==> config.mk <==
export PLATFORM = sky130hd
export DESIGN_NAME = llr_lane
export DESIGN_NICKNAME = d
export VERILOG_FILES = /design/src/rtl/llr_lane_pkg.sv /design/src/rtl/llr_lane_ctrl.sv /design/src/rtl/llr_lane_adder.sv /design/src/rtl/llr_lane_datapath.sv /design/src/rtl/llr_lane.sv
export SDC_FILE = /design/constraint.sdc
export NUM_CORES = 1
export LEC_CHECK = 0
export BUFFER_PORTS_ARGS = -buffer_cell sky130_fd_sc_hd__clkbuf_2
export CAP_MARGIN = 20
export CELL_PAD_IN_SITES_DETAIL_PLACEMENT = 0
export CELL_PAD_IN_SITES_GLOBAL_PLACEMENT = 1
export CORE_ASPECT_RATIO = 0.8
export CORE_MARGIN = 5
export CORE_UTILIZATION = 38
export DETAILED_ROUTE_END_ITERATION = 10
export HOLD_SLACK_MARGIN = 0.05
export PLACE_DENSITY_LB_ADDON = 0.12
export SYNTH_ARGS = -nofsm -noshare
export SYNTH_HDL_FRONTEND = slang
export SYNTH_SLANG_ARGS = --single-unit
==> constraint.sdc <==
create_clock -name clk -period 4 [get_ports clk]
set_input_delay 0.6 -clock clk [delete_from_list [all_inputs] [get_ports clk]]
set_output_delay 0.6 -clock clk [all_outputs]
set_load 0.03 [all_outputs]
==> src/rtl/llr_lane_pkg.sv <==
package llr_lane_pkg;

  // strobes from the lane control to the lane datapath
  typedef struct packed {
    logic captureAlpha;  // write the variable-to-check registers
    logic captureGamma;  // write the a-posteriori register
    logic carryIn;       // adder carry-in
    logic invertB;       // XOR-invert second operand
    logic pickStored;    // operand A from held alpha instead of gammaOld
    logic betaPass;      // 0 forces the check message to zero
  } laneStrobes_t;

endpackage

==> src/rtl/llr_lane_ctrl.sv <==
module llr_lane_ctrl
  import llr_lane_pkg::*;
(
  input  logic         modeSel,
  input  logic         laneOn,
  output laneStrobes_t strobes
);

  always_comb begin
    strobes.captureAlpha = ~modeSel;
    strobes.captureGamma = modeSel;
    strobes.carryIn      = ~modeSel;
    strobes.invertB      = ~modeSel;
    strobes.pickStored   = modeSel;
    strobes.betaPass     = laneOn;
  end

endmodule

==> src/rtl/llr_lane_adder.sv <==
module llr_lane_adder #(
  parameter int WIDE_W = 6
) (
  input  logic [WIDE_W-1:0] opA,
  input  logic [WIDE_W-1:0] opB,
  input  logic              invertB,
  input  logic              carryIn,
  output logic [WIDE_W-1:0] satSum
);

  localparam logic [WIDE_W-1:0] POS_LIMIT = {1'b0, {(WIDE_W-1){1'b1}}};
  localparam logic [WIDE_W-1:0] NEG_LIMIT = {1'b1, {(WIDE_W-1){1'b0}}};

  logic [WIDE_W:0]   carryChain;
  logic [WIDE_W-1:0] bMod;
  logic [WIDE_W-1:0] rawSum;
  logic              overflow;

  assign carryChain[0] = carryIn;

  for (genvar i = 0; i < WIDE_W; i++) begin : g_bit
    assign bMod[i]          = opB[i] ^ invertB;
    assign rawSum[i]        = opA[i] ^ bMod[i] ^ carryChain[i];
    assign carryChain[i+1]  = (opA[i] & bMod[i]) | (carryChain[i] & (opA[i] ^ bMod[i]));
  end

  // overflow: operands share a sign the result does not
  assign overflow = (opA[WIDE_W-1] == bMod[WIDE_W-1]) &&
                    (rawSum[WIDE_W-1] != opA[WIDE_W-1]);

  always_comb begin
    if (!overflow)            satSum = rawSum;
    else if (opA[WIDE_W-1])   satSum = NEG_LIMIT;
    else                      satSum = POS_LIMIT;
  end

endmodule

==> src/rtl/llr_lane_datapath.sv <==
module llr_lane_datapath
  import llr_lane_pkg::*;
#(
  parameter int WIDE_W   = 6,
  parameter int NARROW_W = 4
) (
  input  logic                clk,
  input  logic                rstN,
  input  laneStrobes_t        strobes,
  input  logic [WIDE_W-1:0]   gammaOld,
  input  logic [NARROW_W-1:0] betaOld,
  input  logic [NARROW_W-1:0] betaNew,
  output logic [WIDE_W-1:0]   alphaWide,
  output logic [NARROW_W-1:0] alphaNarrow,
  output logic [WIDE_W-1:0]   gammaNew
);

  localparam int EXT_W = WIDE_W - NARROW_W;
  localparam logic signed [WIDE_W-1:0] N_MAX =
    {{(EXT_W+1){1'b0}}, {(NARROW_W-1){1'b1}}};
  localparam logic signed [WIDE_W-1:0] N_MIN =
    {{(EXT_W+1){1'b1}}, {(NARROW_W-1){1'b0}}};

  logic [WIDE_W-1:0]   alphaQ;
  logic [NARROW_W-1:0] alphaNarrowQ;
  logic [WIDE_W-1:0]   gammaQ;

  logic [WIDE_W-1:0]   opA;
  logic [NARROW_W-1:0] betaPick;
  logic [NARROW_W-1:0] betaGated;
  logic [WIDE_W-1:0]   opB;
  logic [WIDE_W-1:0]   sumSat;
  logic [NARROW_W-1:0] sumNarrow;

  // input multiplexers
  assign opA       = strobes.pickStored ? alphaQ : gammaOld;
  assign betaPick  = strobes.pickStored ? betaNew : betaOld;
  assign betaGated = strobes.betaPass ? betaPick : '0;
  assign opB       = {{EXT_W{betaGated[NARROW_W-1]}}, betaGated};

  llr_lane_adder #(.WIDE_W(WIDE_W)) u_add (
    .opA     (opA),
    .opB     (opB),
    .invertB (strobes.invertB),
    .carryIn (strobes.carryIn),
    .satSum  (sumSat)
  );

  // narrowing saturator toward the check-node unit
  always_comb begin
    if ($signed(sumSat) > N_MAX)      sumNarrow = N_MAX[NARROW_W-1:0];
    else if ($signed(sumSat) < N_MIN) sumNarrow = N_MIN[NARROW_W-1:0];
    else                              sumNarrow = sumSat[NARROW_W-1:0];
  end

  // output steering by mode
  always_ff @(posedge clk or negedge rstN) begin
    if (!rstN) begin
      alphaQ       <= '0;
      alphaNarrowQ <= '0;
    end else if (strobes.captureAlpha) begin
      alphaQ       <= sumSat;
      alphaNarrowQ <= sumNarrow;
    end
  end

  always_ff @(posedge clk or negedge rstN) begin
    if (!rstN)                     gammaQ <= '0;
    else if (strobes.captureGamma) gammaQ <= sumSat;
  end

  assign alphaWide   = alphaQ;
  assign alphaNarrow = alphaNarrowQ;
  assign gammaNew    = gammaQ;

endmodule

==> src/rtl/llr_lane.sv <==
module llr_lane
  import llr_lane_pkg::*;
#(
  parameter int WIDE_W   = 6,
  parameter int NARROW_W = 4
) (
  input  logic                clk,
  input  logic                rstN,
  input  logic                modeSel,
  input  logic                laneOn,
  input  logic [WIDE_W-1:0]   gammaOld,
  input  logic [NARROW_W-1:0] betaOld,
  input  logic [NARROW_W-1:0] betaNew,
  output logic [WIDE_W-1:0]   alphaWide,
  output logic [NARROW_W-1:0] alphaNarrow,
  output logic [WIDE_W-1:0]   gammaNew
);

  laneStrobes_t strobes;

  llr_lane_ctrl u_ctrl (
    .modeSel (modeSel),
    .laneOn  (laneOn),
    .strobes (strobes)
  );

  llr_lane_datapath #(.WIDE_W(WIDE_W), .NARROW_W(NARROW_W)) u_dp (
    .clk         (clk),
    .rstN        (rstN),
    .strobes     (strobes),
    .gammaOld    (gammaOld),
    .betaOld     (betaOld),
    .betaNew     (betaNew),
    .alphaWide   (alphaWide),
    .alphaNarrow (alphaNarrow),
    .gammaNew    (gammaNew)
  );

endmodule

# After elaboration in Yosys (flattened, before gate mapping)
# Cells that the tools add are included.
# word_totals
reg_bits,16
in_bits,18
output_inout_bits,16
wordCells,47
# op_classes
n_lt_le_gt_ge,2
n_eq_ne,2
muxes,7
bitwise,32
n_reduce_logical,1
# op_table
op,n
2-to-1 mux 6 bit,3
2-to-1 mux 4 bit,4
bitwise XOR 1 bit,16
AND 1 bit,10
"> comparator 6 x 4 -> 1 bit, second input constant",1
"less-than comparator 6 x 4 -> 1 bit, second input constant",1
OR 1 bit,5
== test 1 bit,1
logical AND 1 bit,1
inequality test 1 bit,1
inverter 1 bit,1

# Longest topological paths before layout
# Gate-level depths: netlist of the first run.
# depth
word_depth,21
ltp_mapped,15
mapped_depth_nobuf,11

# By module
# A second synthesis of the first run with hierarchy kept.
# hier_totals
hier_cells,101
area_unflattened_um2,1124.8
# by_module_without_submodules
mod,n_inst,cells_per_inst,area_each_um2,seq_area_each_um2
llr_lane_datapath,1,62,783.3,400.4
llr_lane_adder,1,33,300.3,0.0
llr_lane_ctrl,1,6,41.3,0.0

# Worst setup path before layout of the first run
# OpenSTA, ideal clock, no wires.
# synth_timing
path_type,input-to-reg
from,input modeSel
to,register u_dp.alphaNarrowQ[1] (netlist: u_dp.alphaNarrow[1])
setup_ns,0.129
t_arrival_ns,3.969
t_required_ns,3.871
slack_ns,-0.098
path_stages,14
path_buffers,4
cell_sequence,buf_6 > buf_2 > buf_2 > a31o_2 > fa_1 > fa_1 > fa_1 > fa_1 > fa_1 > clkbuf_2 > and2_1 > a32o_1 > a211oi_2 > o31ai_1
# synth_via
elab_chain_len,21
word_cells_on_any_way,44
classes_between,order compare: 2; eq/ne: 2; mux: 7; bitwise: 32; reduce/logical: 1
# synth_rtl
element,line,text
start: declaration,llr_lane.sv:9,"input logic modeSel,"
2-to-1 mux 4 bit,llr_lane_datapath.sv:37,assign betaPick = strobes.pickStored ? betaNew : betaOld;
2-to-1 mux 4 bit,llr_lane_datapath.sv:38,assign betaGated = strobes.betaPass ? betaPick : '0;
bitwise XOR 1 bit,llr_lane_adder.sv:22,assign bMod[i] = opB[i] ^ invertB;
bitwise XOR 1 bit,"llr_lane_adder.sv:23, llr_lane_adder.sv:24",
AND 1 bit,llr_lane_adder.sv:24,assign carryChain[i+1] = (opA[i] & bMod[i]) | (carryChain[i] & (opA[i] ^ bMod[i]));
OR 1 bit,llr_lane_adder.sv:24,
AND 1 bit,llr_lane_adder.sv:24,
OR 1 bit,llr_lane_adder.sv:24,
[5 not listed],n/a,
OR 1 bit,llr_lane_adder.sv:24,
bitwise XOR 1 bit,llr_lane_adder.sv:23,assign rawSum[i] = opA[i] ^ bMod[i] ^ carryChain[i];
inequality test 1 bit,llr_lane_adder.sv:29,(rawSum[WIDE_W-1] != opA[WIDE_W-1]);
logical AND 1 bit,llr_lane_adder.sv:28,assign overflow = (opA[WIDE_W-1] == bMod[WIDE_W-1]) &&
2-to-1 mux 6 bit,llr_lane_adder.sv:32,if (!overflow) satSum = rawSum;
less-than comparator 6 x 4 -> 1 bit,llr_lane_datapath.sv:52,else if ($signed(sumSat) < N_MIN) sumNarrow = N_MIN[NARROW_W-1:0];
2-to-1 mux 4 bit,llr_lane_datapath.sv:52,
2-to-1 mux 4 bit,llr_lane_datapath.sv:51,if ($signed(sumSat) > N_MAX) sumNarrow = N_MAX[NARROW_W-1:0];
end signal: assignment,llr_lane_datapath.sv:63,alphaNarrowQ <= sumNarrow;
end: declaration,llr_lane_datapath.sv:25,logic [NARROW_W-1:0] alphaNarrowQ;
# Several ways; a longest one is shown, not always the timed one.
# A chain may end at the register's enable or synchronous reset.

# Final worst setup path of the first run
# layout_timing
from,input modeSel
to,register u_dp.alphaNarrowQ[0] (netlist: u_dp.alphaNarrow[0])
# Same word-level chain as after synthesis.

==> run_results.csv, run 1 <==
group,metric,value,unit
run_status,outcome,"finished, final reports clean",
die,io_pins,34,
yosys,async_flop_share,100.0,%
yosys,synth_top_family_by_area,"compound AO/OA/AOI/OAI gates",
final_layout,drive_gt1_share,38.36,%
yosys,netlist_area,1114,um2
route,drc_errors,0,
grt,top_usage_layer,"met2",
sta,setup_viol,0,
clocking,cts_tree,"done",
power_and_ir_drop,p_int,485.3,uW
yosys,synth.area.mux_share,5.730,%
power_and_ir_drop,leakagePower,0.6459,nW
flow_run,cap_violations,0,
route,routed_wl,2421,um
die,die_y,58.42,um
sta,rsz0062_at_grt,"false",
yosys,synthFlopType,"dfrtp_1",
die,core-area,2786,um2
worst_setup_path,worstPathArrival,3.88,ns
clocking,cts_resized,0,
worst_setup_path,worstPathRequired,4.16,ns
yosys,synth_compound_area_share,25.51,%
yosys,synth_edf_count,0,
clocking,cts_buffer_depth,2,
sta,final_hold_viol_count,0,
route,dr.pass1.iters,4,
yosys,synth_xor_area_share,0,%
sta,fin_worst_skew,0.001060,ns
sta,whs,0.2677,ns
clocking,worstSkewPairLatency,0.25,ns
power_and_ir_drop,pwr-share-comb,57.1,%
route,vias,931,
clocking,cts_setup_buffers,0,
route,routed_via_density,5.060,
die,row_count,17,
die,initial_utilization,39.96,%
grt,use_met2,23.20,%
yosys,syn_inst,114,
final_layout,fin_nets,171,
power_and_ir_drop,p_seq_share,29.6,%
clocking,hold_buffers,0,
sta,worst_pin_slew,0.4078,ns
placement,dp_hpwl,2012,um
yosys,ys_seq_area_share,35.96,%
yosys,yosys_warnings,0,
final_layout,areaGrowthSynthToFinish,21.12,%
worst_hold_path,hold_class,"in2async",
placement,portBuffers,33,
sta,finalMaxSlewViolations,0,
grt,met1_usage,14.90,%
worst_setup_path,crit_path_max_fanout,10,
yosys,ys_seq_elements,16,
final_layout,diodes,0,
sta,fin_crit,3.716,ns
sta,fmax,0.2691,GHz
final_layout,utilization,48.41,%
route,wl_per_cell,13.16,um
sta,min_period_over_period,92.91,%
sta,max_slew_margin,72.81,%
power_and_ir_drop,p_clk_share,13.2,%
route,initialDrtViolationCount,41,
clocking,root_buffer,"clkbuf_8",
yosys,synthAdderAreaFrac,8.989,%
power_and_ir_drop,vdd_drop_max,324.2,uV
grt,grt_pass1_wl,4133,um
power_and_ir_drop,p_sw,417.0,uW
yosys,synth.avg_cell_area,9.768,um2
grt,grt_max_degree,20,
clocking,numCtsBuffers,3,
sta,fin_setup_tns,0,ns
yosys,synth_cell_type_count,40,
worst_setup_path,critPathKind,"in2reg",
clocking,path_clk_slew,0.06,ns
clocking,cts_sinks,16,
die,die_area,4120,um2
grt,grt_overflow,0,
grt,antenna_found_initial,0,
clocking,htreeDepth,1,
worst_setup_path,worst_setup_path_start_kind,"input pin",
grt,track_usage,12.94,%
grt,grt_pass1_vias,952,
yosys,syn-num-nets,137,
worst_setup_path,endpoint_kind,"flip-flop",
die,die_w,70.53,um
route,final_antenna_net_count,0,
yosys,synthSimpleGateAreaFrac,16.63,%
placement,gp_congestion,0.8526,
power_and_ir_drop,swShare,46.22,%
power_and_ir_drop,power.density,668.9,nW/um2
grt,grtUsageMet3,4.437,%
[layer usage]
metal | wire length [um] | vias up | share of wire, %
li1 | - | 469 | -
met1 | 1056 | 435 | 44
met2 | 1187 | 23 | 49
met3 | 153 | 4 | 6.3
met4 | 23 | 0 | 0.95
met5 | 0 | - | 0
[final cells by class]
class                   instances  area [um2]
fillers                       287        1438
repair buffers                 36       187.7
multi-input cells              82       638.1
clock buffers                   3       41.29
well taps                      38       47.55
flip-flops and latches         16       400.4
inverters                       9       33.78
[sequential cells by signal (all words and copies together) (netlist names)]
register          cells
u_dp.alphaWide        6
u_dp.gammaNew         6
u_dp.alphaNarrow      4
[synth_stat cells (2+ instances only)]
| library cell | n | area, um2 |
|---|---|---|
| a21oi_1 | 7 | 35.03 |
| a21oi_2 | 2 | 17.52 |
| a31o_2 | 2 | 17.52 |
| a31oi_1 | 2 | 12.51 |
| and2_1 | 3 | 18.77 |
| buf_2 | 3 | 15.01 |
| buf_6 | 2 | 22.52 |
| dfrtp_1 | 16 | 400.4 |
| fa_1 | 5 | 100.1 |
| inv_1 | 9 | 33.78 |
| mux2_2 | 3 | 33.78 |
| mux2i_1 | 3 | 30.03 |
| nand2_1 | 8 | 30.03 |
| nand4_1 | 2 | 12.51 |
| nor2_1 | 8 | 30.03 |
| nor2b_1 | 2 | 12.51 |
| o21ai_0 | 8 | 40.04 |
| o31ai_1 | 4 | 30.03 |
| or2_1 | 3 | 18.77 |
| or3_1 | 2 | 12.51 |
[critical path: stages]
cell and delay [ns]:
clkbuf_2 0.17, a21oi_1 0.06, a31o_2 0.22, fa_1 0.40, fa_1 0.39, fa_2 0.35, fa_2 0.34, fa_1 0.69
and2_1 0.18, a32o_1 0.19, nor2_2 0.06, a221oi_2 0.22
[final timing paths]
check | from | endpoint | slack [ns] | cells past startpoint
worst max-delay path | modeSel | u_dp.alphaNarrow[0]$_DFFE_PN0N_ | 0.28 | 12
worst min-delay path | rstN | u_dp.alphaWide[0]$_DFFE_PN0N_ | 0.27 | 1
worst max register to register | u_dp.alphaWide[1]$_DFFE_PN0N_ | u_dp.alphaNarrow[0]$_DFFE_PN0N_ | 0.46 | 11
worst min register to register | u_dp.alphaNarrow[3]$_DFFE_PN0N_ | u_dp.alphaNarrow[3]$_DFFE_PN0N_ | 0.49 | 2
max in group asynchronous | rstN | u_dp.alphaWide[5]$_DFFE_PN0N_ | 3.44 | 1
min in group clk | u_dp.alphaNarrow[3]$_DFFE_PN0N_ | u_dp.alphaNarrow[3]$_DFFE_PN0N_ | 0.49 | 2
[through the flow]
stage	area [um2]	setup slack, ns	power [mW]	instances
after floorplan	1132	0.005917	0.6643	114
after global placement	1308	0.08325	0.7859	181
after detailed placement	1308	0.004290	0.7963	181
after CTS	1349	0.2671	0.9211	184
after global routing	1349	0.1272	0.9788	184
final	1349	0.2835	0.9023	184
[cell usage in the layout, fill, tap and decap left out, types with 2 or more instances in the layout]
cell / n
a21oi_1: 7
a21oi_2: 2
a31o_2: 2
a31oi_1: 2
and2_1: 3
buf_4: 3
clkbuf_2: 33
clkbuf_8: 3
dfrtp_1: 16
fa_1: 3
fa_2: 2
inv_1: 9
mux2_2: 3
mux2i_1: 3
nand2_1: 8
nand4_1: 2
nor2_1: 8
nor2b_1: 2
o21ai_0: 8
o31ai_1: 4
or2_1: 3
or3_1: 2
[logic make-up after synthesis]
family	count (synthesis)
flip-flops	16
AO/OA/AOI/OAI	37
multiplexers	6
buffers and inverters	16
AND/OR/NAND/NOR	34
adder cells (fa/ha/maj)	5
[power groups by stage]
stage / clock (mW) / sequential [mW] / combinational, mW
3_5_place_dp: 0 / 0.272 / 0.525
4_1_cts: 0.126 / 0.269 / 0.526
2_1_floorplan: 0 / 0.403 / 0.261
3_3_place_gp: 0 / 0.267 / 0.519
5_1_grt: 0.135 / 0.279 / 0.565
6_report: 0.120 / 0.267 / 0.516
No activity file was read; power rests on OpenSTA's default activity.
==> inputs of run 2 (changes only) <==
--- a/config.mk
+++ b/config.mk
@@ -13,6 +13,7 @@
 export CORE_MARGIN = 5
 export CORE_UTILIZATION = 38
 export DETAILED_ROUTE_END_ITERATION = 10
+export GPL_TIMING_DRIVEN = 0
 export HOLD_SLACK_MARGIN = 0.05
 export PLACE_DENSITY_LB_ADDON = 0.12
 export SYNTH_ARGS = -nofsm -noshare
==> run 2 against run 1 <==
  * Sequential power about the same
  * Setup slack worse by 0.17 ns
  * Largest power group unchanged
  * Final cell count up 2.2%
  * First-iteration DRC count down 61%
  * Global-route usage up 1.0 points
  * Design area up 3.9%
==> run_results.csv, run 2 (same netlist as run 1, synthesis figures left out) <==
group,metric,value,unit
worst_setup_path,worstPathRequired,4.13,ns
clocking,cts_tree,"done",
worst_hold_path,hold_class,"in2async",
placement,preCtsSetupSlack,-0.2686,ns
sta,fin_crit,3.883,ns
route,wl_per_cell,14.14,um
run_status,outcome,"finished, final reports clean",
grt,grt_pass1_vias,976,
worst_setup_path,endpoint_kind,"flip-flop",
power_and_ir_drop,power.density,672.1,nW/um2
final_layout,diodes,0,
clocking,hold_buffers,0,
sta,worst_pin_slew,0.4184,ns
route,final_antenna_net_count,0,
worst_setup_path,rrSetupSlack,0.53,ns
placement,place_area,1340,um2
sta,final_hold_viol_count,0,
grt,grtUsageMet3,4.778,%
placement,gp_congestion,0.7833,
route,routed_via_density,5.128,
sta,fmax,0.2575,GHz
power_and_ir_drop,swShare,45.23,%
die,die_w,70.53,um
die,row_count,17,
grt,use_met2,23.73,%
sta,setup_viol,0,
worst_setup_path,reg2reg_depth,12,
final_layout,num-fill-cells,294,
sta,finalMaxSlewViolations,0,
clocking,cts_setup_buffers,0,
power_and_ir_drop,pwr-share-comb,56.4,%
grt,top_usage_layer,"met2",
clocking,path_clk_slew,0.06,ns
clocking,cts_resized,1,
die,die_y,58.42,um
die,initial_utilization,39.96,%
flow_run,cap_violations,0,
sta,setup_ws,0.1166,ns
worst_setup_path,rr_endpoint,"u_dp.alphaNarrow[1]$_DFFE_PN0N_",
sta,max_slew_margin,72.11,%
clocking,numCtsBuffers,3,
clocking,root_buffer,"clkbuf_8",
die,die_area,4120,um2
route,dr.pass1.iters,4,
power_and_ir_drop,p_clk_share,15.1,%
power_and_ir_drop,vdd_drop_max,420.5,uV
grt,antenna_found_initial,0,
power_and_ir_drop,p_seq_share,28.4,%
sta,rsz0062_at_grt,"false",
power_and_ir_drop,power,941.8,uW
grt,track_usage,13.94,%
clocking,cts_sinks,16,
final_layout,drive_gt1_share,40.67,%
final_layout,layout_common_cells,"33 x clkbuf_2, 16 x dfrtp_1, 9 x inv_1",
grt,grt_max_degree,17,
grt,met1_usage,17.46,%
route,initialDrtViolationCount,16,
sta,min_period_over_period,97.09,%
worst_setup_path,crit_path_max_fanout,10,
grt,grt_overflow,0,
final_layout,utilization,50.29,%
clocking,worstSkewPairLatency,0.25,ns
final_layout,final_common_cell,"clkbuf_2",
final_layout,fin_nets,174,
die,io_pins,34,
route,vias,964,
worst_setup_path,reg2reg_from,"u_dp.alphaWide[1]$_DFFE_PN0N_",
clocking,htreeDepth,1,
grt,grt_pass1_wl,4498,um
route,drc_errors,0,
worst_setup_path,worst_setup_path_start_kind,"input pin",
power_and_ir_drop,p_sw,425.9,uW
final_layout,stdcell_area,1401,um2
final_layout,areaGrowthSynthToFinish,25.84,%
sta,fin_worst_skew,0.004789,ns
route,routed_wl,2658,um
power_and_ir_drop,leakagePower,0.6713,nW
clocking,cts_buffer_depth,2,
power_and_ir_drop,p_int,515.9,uW
placement,portBuffers,32,
die,core-area,2786,um2
placement,dp_hpwl,2113,um
worst_setup_path,critPathKind,"in2reg",
worst_setup_path,worstPathArrival,4.01,ns
-- run 2: cell types whose count changed in the layout (fill, tap and decap cells not counted) --
cell      change
buf_6         +2
fa_2          +1
clkbuf_8      +2
fa_1          -1
-- run 2: worst max-delay path by stage --
stage | start | to | slack [ns] | depth (start not counted)
floorplan | modeSel | u_dp.alphaNarrow[1]$_DFFE_PN0N_ | 0.006 | 14
global placement | modeSel | u_dp.alphaNarrow[1]$_DFFE_PN0N_ | -0.22 | 13
detailed placement | modeSel | u_dp.alphaNarrow[1]$_DFFE_PN0N_ | -0.27 | 13
CTS | modeSel | u_dp.alphaNarrow[1]$_DFFE_PN0N_ | 0.04 | 15
global route | modeSel | u_dp.alphaNarrow[1]$_DFFE_PN0N_ | 0.03 | 14
finish | modeSel | u_dp.alphaNarrow[1]$_DFFE_PN0N_ | 0.12 | 14
-- run 2: layout make-up --
class / count / area (um2) / area share [%]
Multi-Input combinational cell: 82 / 640.6 / 45.71
Sequential cell: 16 / 400.4 / 28.57
Timing Repair Buffer: 32 / 160.2 / 11.43
Buffer: 7 / 63.81 / 4.554
Clock buffer: 4 / 55.05 / 3.929
Tap cell: 38 / 47.55 / 3.393
Inverter: 9 / 33.78 / 2.411
-- run 2: worst max-delay path, cell delays in order --
cell	delay (ns)
buf_6	0.12
buf_4	0.17
buf_4	0.19
a31o_2	0.22
fa_1	0.40
fa_2	0.35
fa_2	0.34
fa_2	0.34
fa_1	0.44
clkbuf_8	0.18
and2_1	0.13
a32o_1	0.26
a211oi_2	0.17
o31ai_1	0.09
-- run 2: stage by stage --
stage | hold WS (ns) | TNS, ns | instances
after floorplan | 0.3044 | 0 | 114
after global placement | 0.4745 | -1.170 | 184
after detailed placement | 0.4936 | -1.468 | 184
after CTS | 0.2772 | 0 | 188
after global routing | 0.2972 | 0 | 188
final | 0.2671 | 0 | 188
-- run 2: metal layers --
metal / wire, um / up-vias
met4: 19 / 0
met3: 153 / 4
met2: 1300 / 22
li1: - / 478
met5: 0 / -
met1: 1184 / 460
-- run 2: power by group through the flow --
stage,clock [mW],sequential (mW),combinational [mW]
2_1_floorplan,0,0.403,0.261
3_3_place_gp,0,0.266,0.531
3_5_place_dp,0,0.272,0.535
4_1_cts,0.146,0.269,0.537
5_1_grt,0.160,0.279,0.579
6_report,0.143,0.268,0.532
==> inputs of run 3 (changes only) <==
--- a/config.mk
+++ b/config.mk
@@ -9,7 +9,7 @@
 export CAP_MARGIN = 20
 export CELL_PAD_IN_SITES_DETAIL_PLACEMENT = 0
 export CELL_PAD_IN_SITES_GLOBAL_PLACEMENT = 1
-export CORE_ASPECT_RATIO = 0.8
+export CORE_ASPECT_RATIO = 0.9
 export CORE_MARGIN = 5
 export CORE_UTILIZATION = 38
 export DETAILED_ROUTE_END_ITERATION = 10
==> constraint.sdc (replaced) <==
create_clock -name clk -period 4 [get_ports clk]
set_input_delay 0.8 -clock clk [delete_from_list [all_inputs] [get_ports clk]]
set_output_delay 0.8 -clock clk [all_outputs]
set_load 0.03 [all_outputs]
==> run 3 against run 2 <==
  * Final cell count rose by 0.53%
  * Sequential share of layout area up 0.15 points
  * First-iteration DRC count shrank 56%
  * Largest cell class unchanged
  * Highest routed layer unchanged
==> run_results.csv, run 3 (same netlist as run 1, synthesis figures left out) <==
group,metric,value,unit
worst_setup_path,path_buf_inv,4,
route,wl_per_cell,13.80,um
die,die_y,61.36,um
clocking,cts_buffer_depth,2,
route,wl_met1,1134,um
clocking,path_clk_slew,0.09,ns
clocking,root_buffer,"clkbuf_4",
final_layout,layout_common_cells,"32 x clkbuf_2, 16 x dfrtp_1, 9 x inv_1, 8 x nand2_1, 8 x nor2_1",
worst_setup_path,crit_path_max_fanout,10,
worst_setup_path,critPathKind,"in2reg",
worst_setup_path,slowest_delay,0.47,ns
clocking,numCtsBuffers,3,
clocking,cts_sinks,16,
power_and_ir_drop,power,887.6,uW
clocking,cts_tree,"done",
power_and_ir_drop,power.density,636.8,nW/um2
sta,min_period_over_period,97.66,%
placement,portBuffers,32,
sta,worst_pin_slew,0.4187,ns
final_layout,areaGrowthSynthToFinish,25.17,%
route,top_layer,"met4",
route,vias,962,
final_layout,final_common_cell,"clkbuf_2",
route,final_antenna_net_count,0,
final_layout,diodes,0,
clocking,worstSkewPairLatency,0.28,ns
worst_setup_path,crit_family,"adder cells",
worst_setup_path,worst_setup_path_start_kind,"input pin",
worst_setup_path,cpMostUsedCell,"fa_2",
final_layout,multi_input_area,644.4,um2
run_status,outcome,"finished, final reports clean",
worst_setup_path,endpoint_kind,"flip-flop",
sta,setup_ws,0.09352,ns
placement,dp.cells,186,
sta,max_slew_margin,72.09,%
die,die_area,4114,um2
grt,antenna_found_initial,0,
grt,grt_pass1_wl,4519,um
final_layout,regArea,400.4,um2
route,routed_via_density,5.090,
grt,track_usage,14.61,%
placement,gp_congestion,0.7440,
die,initial_utilization,40.20,%
clocking,htreeDepth,1,
die,die_w,67.06,um
die,io_pins,34,
die,core-area,2770,um2
route,dr.pass1.iters,4,
route,met3_wirelength,149,um
sta,fin_worst_skew,0.003512,ns
power_and_ir_drop,leakagePower,0.6655,nW
route,initialDrtViolationCount,7,
sta,setup_viol,0,
placement,dp_hpwl,2073,um
worst_setup_path,cpMaxStageDelayCell,"fa_1",
worst_setup_path,cp_cell_sequence,"buf_6, buf_8, buf_8, a31o_2, fa_2, fa_2, fa_2, fa_2, fa_1, buf_8, and2_1, a32o_2, a211oi_2, o31ai_1",
sta,finalMaxSlewViolations,0,
final_layout,num-fill-cells,290,
grt,grt_pass1_vias,993,
worst_hold_path,hold_class,"in2async",
final_layout,fin_nets,174,
clocking,cts_setup_buffers,0,
sta,fmax,0.2560,GHz
final_layout,final_cells,189,
sta,final_hold_viol_count,0,
worst_setup_path,worstPathArrival,4.06,ns
final_layout,drive_gt1_share,41.61,%
die,row_count,18,
route,drc_errors,0,
power_and_ir_drop,vdd_drop_max,265.4,uV
route,wl_met2,1311,um
grt,grt_overflow,0,
sta,rsz0062_at_grt,"true",
route,routed_wl,2608,um
grt,grt_max_degree,17,
worst_setup_path,worstPathRequired,4.16,ns
sta,fin_crit,3.906,ns
placement,preCtsSetupSlack,-0.4075,ns
flow_run,cap_violations,0,
clocking,hold_buffers,0,
run 3: report_power, final:
| part | internal [mW] | switching, mW |
|---|---|---|
| Combinational | 0.207 | 0.333 |
| Sequential | 0.229 | 0.0357 |
| Clock | 0.0349 | 0.0479 |
run 3: metal layers:
metal	vias up	global-route usage, %
li1	478	-
met1	462	18.56
met2	20	25.07
met3	2	4.380
met4	0	2.601
met5	-	0
run 3: final cells by class:
class | count | area share, %
inverters | 9 | 2.424
flip-flops and latches | 16 | 28.73
plain buffers | 7 | 5.925
clock buffers | 3 | 1.616
multi-input cells | 82 | 46.23
repair buffers | 32 | 11.49
well taps | 40 | 3.591
run 3: what timing repair did:
item | 4_1_cts | 5_1_grt
resized for setup | 1 | 6
cloned | 0 | 0
endpoints found under the hold margin | 0 | 0
setup endpoints to repair | 5 | 3
run 3: final timing paths:
path,startpoint,end,slack [ns],cells past startpoint
setup reg to reg,u_dp.alphaWide[1]$_DFFE_PN0N_,u_dp.alphaNarrow[1]$_DFFE_PN0N_,0.59,12
setup / recovery,modeSel,u_dp.alphaNarrow[1]$_DFFE_PN0N_,0.09,14
max in group asynchronous,rstN,u_dp.alphaNarrow[2]$_DFFE_PN0N_,3.27,1
min in group clk,u_dp.alphaNarrow[3]$_DFFE_PN0N_,u_dp.alphaNarrow[3]$_DFFE_PN0N_,0.50,2
hold / removal,rstN,u_dp.alphaWide[3]$_DFFE_PN0N_,0.43,1
hold reg to reg,u_dp.alphaNarrow[3]$_DFFE_PN0N_,u_dp.alphaNarrow[3]$_DFFE_PN0N_,0.50,2
run 3: worst reg2reg max path, cell delays in order (launching register included):
cell and delay, ns:
dfrtp_1 0.38, nand2_1 0.07, o21ai_0 0.13, fa_2 0.41, fa_2 0.35, fa_2 0.35, fa_2 0.35, fa_1 0.47
buf_8 0.16, and2_1 0.13, a32o_2 0.26, a211oi_2 0.14, o31ai_1 0.09
run 3: through the flow:
step	setup TNS [ns]	util [%]	hold slack, ns	instance area, um2
floorplan	-0.06906	-	0.5044	1149
global placement	-2.275	49.05	0.4739	1359
detailed placement	-3.149	49.05	0.4792	1359
CTS	0	49.91	0.4459	1383
global route	-0.02675	50.32	0.4556	1394
finish	0	50.32	0.4344	1394
